===== config.mk =====
export PLATFORM = sky130hd
export DESIGN_NAME = sreg_port
export DESIGN_NICKNAME = d
export VERILOG_FILES = /design/src/rtl/sreg_pkg.sv /design/src/rtl/sreg_frontend.sv /design/src/rtl/sreg_srst_seq.sv /design/src/rtl/sreg_bank.sv /design/src/rtl/sreg_port.sv
export SDC_FILE = /design/constraint.sdc
export NUM_CORES = 2
export LEC_CHECK = 0
export BUFFER_PORTS_ARGS = -buffer_cell sky130_fd_sc_hd__buf_2
export CORE_ASPECT_RATIO = 0.7
export CORE_MARGIN = 5
export CORE_UTILIZATION = 40
export DETAILED_ROUTE_END_ITERATION = 10
export PLACE_DENSITY = 0.56
export SLEW_MARGIN = 0
export SYNTH_ARGS = -nofsm -noshare
export SYNTH_HDL_FRONTEND = slang
export SYNTH_SLANG_ARGS = --single-unit

===== constraint.sdc =====
create_clock -name clk_i -period 3.28 [get_ports clk_i]
set_clock_uncertainty 0.2 [all_clocks]
set_input_delay 0.164 -clock clk_i [delete_from_list [all_inputs] [get_ports clk_i]]
set_output_delay 0.164 -clock clk_i [all_outputs]
set_load 0.005 [all_outputs]

===== src/rtl/sreg_pkg.sv =====
package sreg_pkg;
  localparam int DW       = 16;
  localparam int IDX_W    = 7;
  localparam int NUM_REGS = 126;
  localparam logic [IDX_W-1:0] SRST_IDX = 7'h28;
  localparam logic [5:0] HDR_PREFIX = 6'b011100;
  localparam logic [DW-1:0] SEQ_A = 16'h0006;
  localparam logic [DW-1:0] SEQ_B = 16'h000E;
  localparam logic [DW-1:0] SEQ_C = 16'h0000;

  typedef enum logic [1:0] {FS_IDLE, FS_HDR, FS_DATA, FS_DONE} fstate_e;
  typedef enum logic [1:0] {SQ_IDLE, SQ_GOT_A, SQ_GOT_B} sqstate_e;

  function automatic logic [DW-1:0] reg_default(input int k);
    logic [IDX_W-1:0] kk;
    kk = IDX_W'(k);
    return {1'b0, kk, 8'hC3};
  endfunction
endpackage


===== src/rtl/sreg_frontend.sv =====
module sreg_frontend
  import sreg_pkg::*;
#(
  parameter int DATA_W = DW
) (
  input  logic              clk_i,
  input  logic              rst_ni,
  input  logic              csb_i,
  input  logic              sck_i,
  input  logic              sdi_i,
  input  logic [DATA_W-1:0] rd_reg_i,
  input  logic [DATA_W-1:0] rd_idx_i,
  output logic              wr_stb_o,
  output logic              wr_sel_o,
  output logic [DATA_W-1:0] wr_data_o,
  output logic              sdo_o
);
  localparam int CNT_W = $clog2(DATA_W + 1);

  logic csb_m, csb_s, sck_m, sck_s, sck_q, sdi_m, sdi_s;
  logic sck_rise, sck_fall;
  fstate_e st;
  logic [CNT_W-1:0] cnt;
  logic [6:0] hsh;
  logic [DATA_W-1:0] dsh, rsh;
  logic sel_q, rw_q;

  always_ff @(posedge clk_i or negedge rst_ni) begin
    if (!rst_ni) begin
      csb_m <= 1'b1; csb_s <= 1'b1;
      sck_m <= 1'b0; sck_s <= 1'b0; sck_q <= 1'b0;
      sdi_m <= 1'b0; sdi_s <= 1'b0;
    end else begin
      csb_m <= csb_i; csb_s <= csb_m;
      sck_m <= sck_i; sck_s <= sck_m; sck_q <= sck_s;
      sdi_m <= sdi_i; sdi_s <= sdi_m;
    end
  end

  assign sck_rise = sck_s & ~sck_q;
  assign sck_fall = ~sck_s & sck_q;

  always_ff @(posedge clk_i or negedge rst_ni) begin
    if (!rst_ni) begin
      st <= FS_IDLE; cnt <= '0; hsh <= '0; dsh <= '0; rsh <= '0;
      sel_q <= 1'b0; rw_q <= 1'b0;
      wr_stb_o <= 1'b0; wr_data_o <= '0; sdo_o <= 1'b0;
    end else begin
      wr_stb_o <= 1'b0;
      if (csb_s) begin
        st <= FS_IDLE; cnt <= '0; sdo_o <= 1'b0;
      end else begin
        unique case (st)
          FS_IDLE: begin st <= FS_HDR; cnt <= '0; end
          FS_HDR: if (sck_rise) begin
            hsh <= {hsh[5:0], sdi_s};
            cnt <= cnt + 1'b1;
            if (cnt == CNT_W'(7)) begin
              cnt <= '0;
              if (hsh[6:1] == HDR_PREFIX) begin
                st    <= FS_DATA;
                sel_q <= hsh[0];
                rw_q  <= sdi_s;
                rsh   <= hsh[0] ? rd_reg_i : rd_idx_i;
              end else begin
                st <= FS_DONE;
              end
            end
          end
          FS_DATA: begin
            if (sck_rise) begin
              dsh <= {dsh[DATA_W-2:0], sdi_s};
              cnt <= cnt + 1'b1;
              if (cnt == CNT_W'(DATA_W-1)) begin
                st <= FS_DONE;
                if (!rw_q) begin
                  wr_stb_o  <= 1'b1;
                  wr_data_o <= {dsh[DATA_W-2:0], sdi_s};
                end
              end
            end else if (sck_fall && rw_q) begin
              sdo_o <= rsh[DATA_W-1];
              rsh   <= {rsh[DATA_W-2:0], 1'b0};
            end
          end
          default: ;
        endcase
      end
    end
  end

  assign wr_sel_o = sel_q;

  a_r4_sdo_low_after_deselect: assert property (@(posedge clk_i) disable iff (!rst_ni)
    $rose(csb_s) |=> !sdo_o);
  a_r11_wr_only_while_selected: assert property (@(posedge clk_i) disable iff (!rst_ni)
    wr_stb_o |-> !$past(csb_s));
  a_r1_single_commit: assert property (@(posedge clk_i) disable iff (!rst_ni)
    wr_stb_o |=> !wr_stb_o);
endmodule


===== src/rtl/sreg_srst_seq.sv =====
module sreg_srst_seq
  import sreg_pkg::*;
#(
  parameter int DATA_W = DW
) (
  input  logic              clk_i,
  input  logic              rst_ni,
  input  logic              wr_i,
  input  logic [DATA_W-1:0] data_i,
  output logic              srst_o
);
  sqstate_e st;

  always_ff @(posedge clk_i or negedge rst_ni) begin
    if (!rst_ni) begin
      st <= SQ_IDLE; srst_o <= 1'b0;
    end else begin
      srst_o <= 1'b0;
      if (wr_i) begin
        if (data_i == SEQ_A)                       st <= SQ_GOT_A;
        else if (st == SQ_GOT_A && data_i == SEQ_B) st <= SQ_GOT_B;
        else begin
          st <= SQ_IDLE;
          if (st == SQ_GOT_B && data_i == SEQ_C) srst_o <= 1'b1;
        end
      end
    end
  end

  a_r9_srst_follows_final_step: assert property (@(posedge clk_i) disable iff (!rst_ni)
    srst_o |-> $past(wr_i && data_i == SEQ_C));
  a_r10_srst_needs_write: assert property (@(posedge clk_i) disable iff (!rst_ni)
    !wr_i |=> !srst_o);
endmodule


===== src/rtl/sreg_bank.sv =====
module sreg_bank
  import sreg_pkg::*;
#(
  parameter int DATA_W = DW,
  parameter int ADDR_W = IDX_W,
  parameter int N_REGS = NUM_REGS,
  parameter logic [ADDR_W-1:0] HOLE = SRST_IDX
) (
  input  logic              clk_i,
  input  logic              rst_ni,
  input  logic              srst_i,
  input  logic              we_i,
  input  logic [ADDR_W-1:0] addr_i,
  input  logic [DATA_W-1:0] wdata_i,
  output logic [DATA_W-1:0] rdata_o
);
  localparam logic [ADDR_W-1:0] LAST = ADDR_W'(N_REGS - 1);
  logic [DATA_W-1:0] regs [N_REGS];

  for (genvar k = 0; k < N_REGS; k++) begin : g_reg
    if (ADDR_W'(k) == HOLE) begin : g_hole
      assign regs[k] = '0;
    end else begin : g_store
      always_ff @(posedge clk_i or negedge rst_ni) begin
        if (!rst_ni)                                  regs[k] <= DATA_W'(reg_default(k));
        else if (srst_i)                              regs[k] <= DATA_W'(reg_default(k));
        else if (we_i && addr_i == ADDR_W'(k))        regs[k] <= wdata_i;
      end
    end
  end

  assign rdata_o = (addr_i <= LAST) ? regs[addr_i] : '0;

  a_r3_write_lands: assert property (@(posedge clk_i) disable iff (!rst_ni)
    $past(we_i && !srst_i && addr_i <= LAST && addr_i != HOLE) && $stable(addr_i)
      |-> rdata_o == $past(wdata_i));
endmodule


===== src/rtl/sreg_port.sv =====
module sreg_port
  import sreg_pkg::*;
(
  input  logic clk_i,
  input  logic rst_ni,
  input  logic csb_i,
  input  logic sck_i,
  input  logic sdi_i,
  output logic sdo_o
);
  logic [IDX_W-1:0] idx_q;
  logic [DW-1:0] bank_rdata, wr_data;
  logic wr_stb, wr_sel, srst, wr_reg, wr_seq;

  sreg_frontend #(.DATA_W(DW)) u_front (
    .clk_i, .rst_ni, .csb_i, .sck_i, .sdi_i,
    .rd_reg_i (bank_rdata),
    .rd_idx_i ({{(DW-IDX_W){1'b0}}, idx_q}),
    .wr_stb_o (wr_stb),
    .wr_sel_o (wr_sel),
    .wr_data_o(wr_data),
    .sdo_o
  );

  assign wr_reg = wr_stb & wr_sel;
  assign wr_seq = wr_reg & (idx_q == SRST_IDX);

  always_ff @(posedge clk_i or negedge rst_ni) begin
    if (!rst_ni)                idx_q <= '0;
    else if (srst)              idx_q <= '0;
    else if (wr_stb && !wr_sel) idx_q <= (|wr_data[DW-1:IDX_W]) ? '1 : wr_data[IDX_W-1:0];
  end

  sreg_srst_seq #(.DATA_W(DW)) u_seq (
    .clk_i, .rst_ni, .wr_i(wr_seq), .data_i(wr_data), .srst_o(srst)
  );

  sreg_bank #(.DATA_W(DW), .ADDR_W(IDX_W), .N_REGS(NUM_REGS), .HOLE(SRST_IDX)) u_bank (
    .clk_i, .rst_ni, .srst_i(srst), .we_i(wr_reg), .addr_i(idx_q),
    .wdata_i(wr_data), .rdata_o(bank_rdata)
  );

  a_r9_index_cleared: assert property (@(posedge clk_i) disable iff (!rst_ni)
    $past(srst) |-> idx_q == '0);
  a_r2_index_only_on_sel0: assert property (@(posedge clk_i) disable iff (!rst_ni)
    !$past(srst) && !($past(wr_stb) && !$past(wr_sel)) |-> $stable(idx_q));
endmodule


# Yosys cells after proc, flatten, opt, wreduce, memory -nomap -nowiden
# Index checks and enable logic that the tools add are counted.
dict set report totals {
  regBits 2082
  in_bits 5
  output_inout_bits 1
}
dict set report classes {
  n_mux 291
  n_bitwise 9
  add_sub_neg 1
  order_cmp 2
  n_eq_ne 144
  reduce_logical 272
}
# op count
set ops {}
lappend ops {{$mux 16} 259}
lappend ops {{$eq 7x7->1 const B} 62}
lappend ops {{$reduce_bool 2->1} 129}
lappend ops {{$eq 7x6->1 const B} 32}
lappend ops {{$logic_and 1x1->1} 129}
lappend ops {{$bmux 16 s7} 1}
lappend ops {{$eq 7x5->1 const B} 16}
lappend ops {{$eq 7x4->1 const B} 8}
lappend ops {{$pmux 16 s2} 1}
lappend ops {{$eq 7x3->1 const B} 4}
lappend ops {{$mux 7} 3}
lappend ops {{$mux 5} 4}
lappend ops {{$eq 16x3->1 const B} 1}
lappend ops {{$eq 16x4->1 const B} 1}
lappend ops {{$logic_not 16->1} 1}
lappend ops {{$pmux 5 s3} 1}
lappend ops {{$reduce_and 5->1} 3}
lappend ops {{$eq 7x2->1 const B} 2}
lappend ops {{$mux 1} 14}
lappend ops {{$mux 2} 7}
lappend ops {{$ne 3x1->1 const B} 4}
lappend ops {{$reduce_and 3->1} 4}
lappend ops {{$ne 2x1->1 const B} 5}
lappend ops {{$reduce_or 9->1} 1}
lappend ops {{19 further kinds} 27}

# Depth between registers and ports, before layout
dict set report logic_depth {
  word_depth 10
  ltp_mapped 12
}

# Modules after synthesis
# Synthesis repeated with hierarchy kept, for this count alone.
dict set report unflattened {
  cells_unflattened 10652
  hier_area_um2 103595.6
}
# module n_inst area_per_inst_um2 cells_per_inst
set by_module_without_submodules {}
lappend by_module_without_submodules {sreg_bank 1 99628.1 10349}
lappend by_module_without_submodules {sreg_frontend 1 3337.0 245}
lappend by_module_without_submodules {sreg_port 1 407.9 40}
lappend by_module_without_submodules {sreg_srst_seq 1 222.7 18}

# Worst setup path before layout
# No wires, ideal clock.
dict set report synth_timing {
  path_kind {register to register}
  from {register idx_q[1]}
  to {register u_front.rsh[0]}
  synth_period_minus_slack_ps 2602
  setup_slack_ps 678
  stages_incl_launch_ff 10
  arrival_ps 2262
  cell_sequence {dfrtp_1 > buf_4 > buf_4 > buf_1 > mux4_2 > mux2i_1 > o22ai_1 > or4_1 > o21ai_1 > o2111ai_1}
}
dict set report synth_via {
  elab_chain_len 10
  elab_cells_between_ends 11
}
# item line_no
set synth_rtl {}
lappend synth_rtl {{from (decl)} sreg_port.sv:11} ;# logic [IDX_W-1:0] idx_q;
lappend synth_rtl {{from (signal assigned)} sreg_port.sv:31} ;# else if (wr_stb && !wr_sel) idx_q <= (|wr_data[DW-1:IDX_W]) ? '1 : wr_data[IDX_W-1:0];
lappend synth_rtl {{$not 7->8 (implied by the code)} sreg_bank.sv:32} ;# assign rdata_o = (addr_i <= LAST) ? regs[addr_i] : '0;
lappend synth_rtl {{$bmux 16 s7} sreg_bank.sv:32}
lappend synth_rtl {{$mux 16 (implied by the code) (2 in series)} sreg_bank.sv:32}
lappend synth_rtl {{$mux 16 *} sreg_bank.sv:32}
lappend synth_rtl {{$mux 16 *} sreg_frontend.sv:64} ;# rsh <= hsh[0] ? rd_reg_i : rd_idx_i;
lappend synth_rtl {{$mux 16 *} sreg_frontend.sv:60} ;# if (hsh[6:1] == HDR_PREFIX) begin
lappend synth_rtl {{$mux 16 *} sreg_frontend.sv:58} ;# if (cnt == CNT_W'(7)) begin
lappend synth_rtl {{$mux 16 *} sreg_frontend.sv:55} ;# FS_HDR: if (sck_rise) begin
lappend synth_rtl {{$pmux 16 s2 *} sreg_frontend.sv:53} ;# unique case (st)
lappend synth_rtl {{to (signal assigned)} sreg_frontend.sv:64}
lappend synth_rtl {{to (signal assigned)} sreg_frontend.sv:83} ;# rsh <= {rsh[DATA_W-2:0], 1'b0};
lappend synth_rtl {{to (decl)} sreg_frontend.sv:25} ;# logic [DATA_W-1:0] dsh, rsh;
# Mark *: on every way between the ends. The rest lies on a longest branch, timed or not. The select of a mux whose other input is x is not followed.
# A chain may end at the register's enable or synchronous reset.

# Final worst setup path
dict set report layout_timing {
  from {register idx_q[2]}
  to {register u_front.rsh[3]}
}
# Same word-level chain as after synthesis.

==> key figures <==
Routing
  – Post-route DRC violation count: 0
  – Initial DRC count: about 11000
  – Drt first pass iters: 9
  – Via Count: approximately 85000
  – Aggregate routed wire length: slightly above 400000 um
  – Vias per cell: roughly 6.0
  – Average wire per standard cell: around 28 um
  – Number of routed nets with antenna violations: 0

Placement
  – Routability-driven placement congestion ratio: roughly 0.95
  – PortBufs: 5
  – Post-placement cell count: roughly 14000
  – Final HPWL DP: approximately 250000 um

Power and ir drop
  – Sw frac: 0.2266
  – Logic pwr share: 0.020
  – Clk pwr share: 0.486
  – VDD IR max: just under 400 uV
  – Switching power: roughly 12 mW
  – Internal Power: slightly above 40 mW
  – Pwr/cell area: approximately 440 mW/mm2
  – P_leak: 48.84 nW
  – Total power: roughly 52 mW
  – Seq pwr share: 0.494

Job
  – Maxcap violations: 0

Setup path
  – Worst path slowest cell: nor2b_1
  – Worst Path Required: 3.85 ns
  – CP top delay family: buffers and inverters
  – Element type at the critical path end: register
  – Crit path buf inv count: 4
  – CP arrival: 3.93 ns
  – Crit path max fanout: 32
  – Classification of the worst setup path: reg2reg
  – Max stage delay on crit path: about 0.83 ns
  – Crit path cell chain: buf_4, nor2b_1, buf_4, a22oi_1, buf_4, a21oi_1, buf_4, o31ai_1
  – Crit path launch type: register
  – Most used cell along the critical path: buf_4

CTS
  – Worst-skew pair later-pin latency: between 0.8 and 0.9 ns
  – Clk slew on worst S/H paths: about 0.070 ns
  – CTS tree: built
  – Clk buf depth: 4
  – Inserted Clock Buffers: about 210
  – H-tree levels: 4
  – Clock root cell: clkbuf_16
  – Clock sinks: 2082

Floorplanning
  – DIE HEIGHT: around 430 um
  – # IOs: 6
  – Die area: ~0.27 mm2
  – Die extent in x: 615.6 um
  – Core area: 0.2552 mm2
  – Initial Utilization: 0.4024
  – Site row count: around 160

Yosys
  – Area contributors post-synth: dfrtp_1 28%, dfstp_2 24%, nand2_1 14%
  – Syn Inst Count: approximately 10000
  – FF+latch count, synth: ~2100
  – Seq/Total Area, Yosys: 0.5187
  – Synthesis Warnings: 0
  – Count of flip-flops with a built-in enable after synthesis: 0
  – Async SR Flop Fraction: 1.000
  – Mean post-synth cell area: ~9.9 um2
  – Mapped cell area: about 0.10 mm2
  – Synth top area share: 0.2795
  – Synth Flop Type: dfrtp_1
  – Synth area leader: dfrtp_1
  – Synthesized net count: 10421
  – Netlist cell types: between 60 and 70

Timing
  – Final setup viols: 8
  – Minimum clock period: about 3.4 ns
  – Fin worst setup slack: -0.08568 ns
  – Final critical-path share of the clock period: 1.026
  – Slew Limit Headroom: 0.2419
  – Max-slew violations: 0
  – Final Hold Viols: 0
  – RSZ-0062 raised after global routing: yes
  – Worst-Margin Slew: 1.137 ns
  – Fmax: 0.2971 GHz

Layout
  – Fill count: ~23000
  – Layout Utilization: 0.4708
  – Final Non-Filler Cells: 14161
  – Net count, final: approximately 11000
  – Footprint of the multi-input gates: between 0.04 and 0.05 mm2
  – FF+latch area: 0.05335 mm2
  – Layout cells sized above 1: 0.2603
  – Layout area overhead: 16.99%

Global routing
  – GR Overflow Total: 0
  – GRT Overall Usage: 0.2958
  – First-pass GRT wire length: approximately 590000 um
  – Number of global-route vias before repair: approximately 83000
  – Largest net degree at the start of global routing: about 180
  – Initial antenna violation count: 17

Status
  – Failing checks: negative setup slack
  – Status: complete, but fails checks

Min path
  – Type of the tightest min-delay check: in2async
## cell usage after synthesis (4+ instances only)
cell	n
buf_2	128
nor2b_1	143
a21oi_1	1014
nand3_1	75
buf_6	21
mux2_2	44
inv_1	8
o31ai_1	7
nand2b_1	6
clkbuf_1	693
o22ai_1	63
dfstp_2	935
a211oi_1	32
a221oi_1	16
nor3b_1	7
or3_1	4
buf_1	31
a22oi_1	33
and3_1	31
mux2i_1	307
nor2_2	5
nor3_1	22
dfrtp_1	1147
mux4_2	468
o21ai_0	62
a22o_1	4
nand3b_1	790
a211o_1	144
buf_4	52
nand4_1	7
o21ai_1	10
nor2_1	299
or4_1	22
o211ai_1	13
nand2_1	3712
ha_1	5
## worst paths after layout
| check | from | to | cells past startpoint | slack [ns] |
|---|---|---|---|---|
| worst max register to register | idx_q[2] | u_front.rsh[3] | 8 | -0.09 |
| worst max-delay path | idx_q[2] | u_front.rsh[3] | 8 | -0.09 |
| worst min register to register | u_front.sdi_m | u_front.sdi_s | 0 | 0.15 |
| worst min-delay path | rst_ni | u_bank.regs[574] | 2 | 0.03 |
| max in group asynchronous | rst_ni | u_bank.regs[1054] | 3 | 1.31 |
| min in group clk_i | u_front.sdi_m | u_front.sdi_s | 0 | 0.15 |
## sequential cells by signal, summed over array words and instances, names as in the netlist, 2 cells and up
signal / cells
u_seq.st: 2
u_bank.regs: 2000
u_front.wr_data_o: 16
idx_q: 7
u_front.cnt: 5
u_front.dsh: 15
u_front.rsh: 16
u_front.hsh: 7
u_front.st: 2
## power by group through the flow
stage               combinational [mW]  clock (mW)  sequential (mW)
global route                      1.18        26.8             25.9
detailed placement                1.04           0             26.3
finish                            1.05        25.4             25.9
global placement                  1.02           0             26.3
CTS                               1.06        25.8             25.9
floorplan                        0.255           0             26.3
## per-layer routing
| metal | track usage | share of wire | wire length, um | vias up |
|---|---|---|---|---|
| met5 | 0 | 0.00046 | 184 | - |
| met4 | 0.1090 | 0.040 | 16270 | 24 |
| met3 | 0.09742 | 0.12 | 47730 | 760 |
| met2 | 0.4085 | 0.41 | 164800 | 4497 |
| met1 | 0.4306 | 0.43 | 173600 | 43814 |
| li1 | - | - | - | 35712 |
## through the flow
step / hold slack [ns] / setup TNS (ns) / area [um2] / worst slack (ns)
finish: 0.03117 / -0.2432 / 120200 / -0.08568
global route: 0.02235 / -0.3451 / 120100 / -0.07119
CTS: 0.01987 / -0.1239 / 119600 / -0.04423
detailed placement: 0.03810 / -2.435 / 112000 / -0.4827
global placement: 0.02882 / -2.209 / 112000 / -0.5160
floorplan: -0.3316 / 0 / 102700 / 0.6777
## cell usage in the layout (no fill, tap or decap), drive strengths merged, types with 4 or more instances in the layout
cell type	synthesis	final
nand2	3712	3712
dfrtp	1147	1147
a21oi	1014	1014
dfstp	935	935
buf	232	895
nand3b	790	790
mux4	468	468
clkbuf	693	317
mux2i	307	307
nor2	304	304
a211o	144	144
nor2b	143	143
nand3	78	78
o21ai	72	72
o22ai	63	63
clkinv	2	51
mux2	44	44
a22oi	33	33
a211oi	32	32
and3	31	31
nor3	24	24
or4	22	22
bufinv	0	18
a221oi	16	16
o211ai	13	13
inv	9	11
diode	0	8
dlygate4sd3	0	8
nor3b	8	8
nand4	7	7
o31ai	7	7
nand2b	6	6
ha	5	5
and2	5	5
a22o	4	4
or3	4	4
## kinds of logic (layout without fill, tap and decap cells)
| group | after synthesis | in the layout | synth area share |
|---|---|---|---|
| and+or+nand+nor | 5148 | 5148 | 0.2253 |
| xor gates and xnor gates | 1 | 1 | 0.00008529 |
| adders and majority gates | 5 | 5 | 0.0006091 |
| DFF | 2082 | 2082 | 0.5187 |
| AOI/OAI and AO/OA | 1420 | 1420 | 0.07881 |
| other | 0 | 8 | 0 |
| buffers and inverters | 936 | 1303 | 0.03920 |
| muxes | 819 | 819 | 0.1374 |
## area by class of cell
cell class	instances	share of cell area
clock inverters	72	0.007341
repair buffers	903	0.07880
multi-input cells	7393	0.3825
clock buffers	317	0.05168
well taps	3375	0.03515
diodes	8	0.0001666
inverters	11	0.0003436
flip-flops and latches	2082	0.4440
## what timing repair did
| action | 4_1_cts | 5_1_grt |
|---|---|---|
| hold buffers | 8 | 0 |
| setup buffers | 14 | 29 |
| endpoints found under the hold margin | 1342 | 0 |
| pin swaps | 1 | 2 |
| gates resized for setup | 56 | 69 |
| endpoints found under the setup margin | 11 | 16 |
Note: power is estimated with default switching activity, not from simulation.
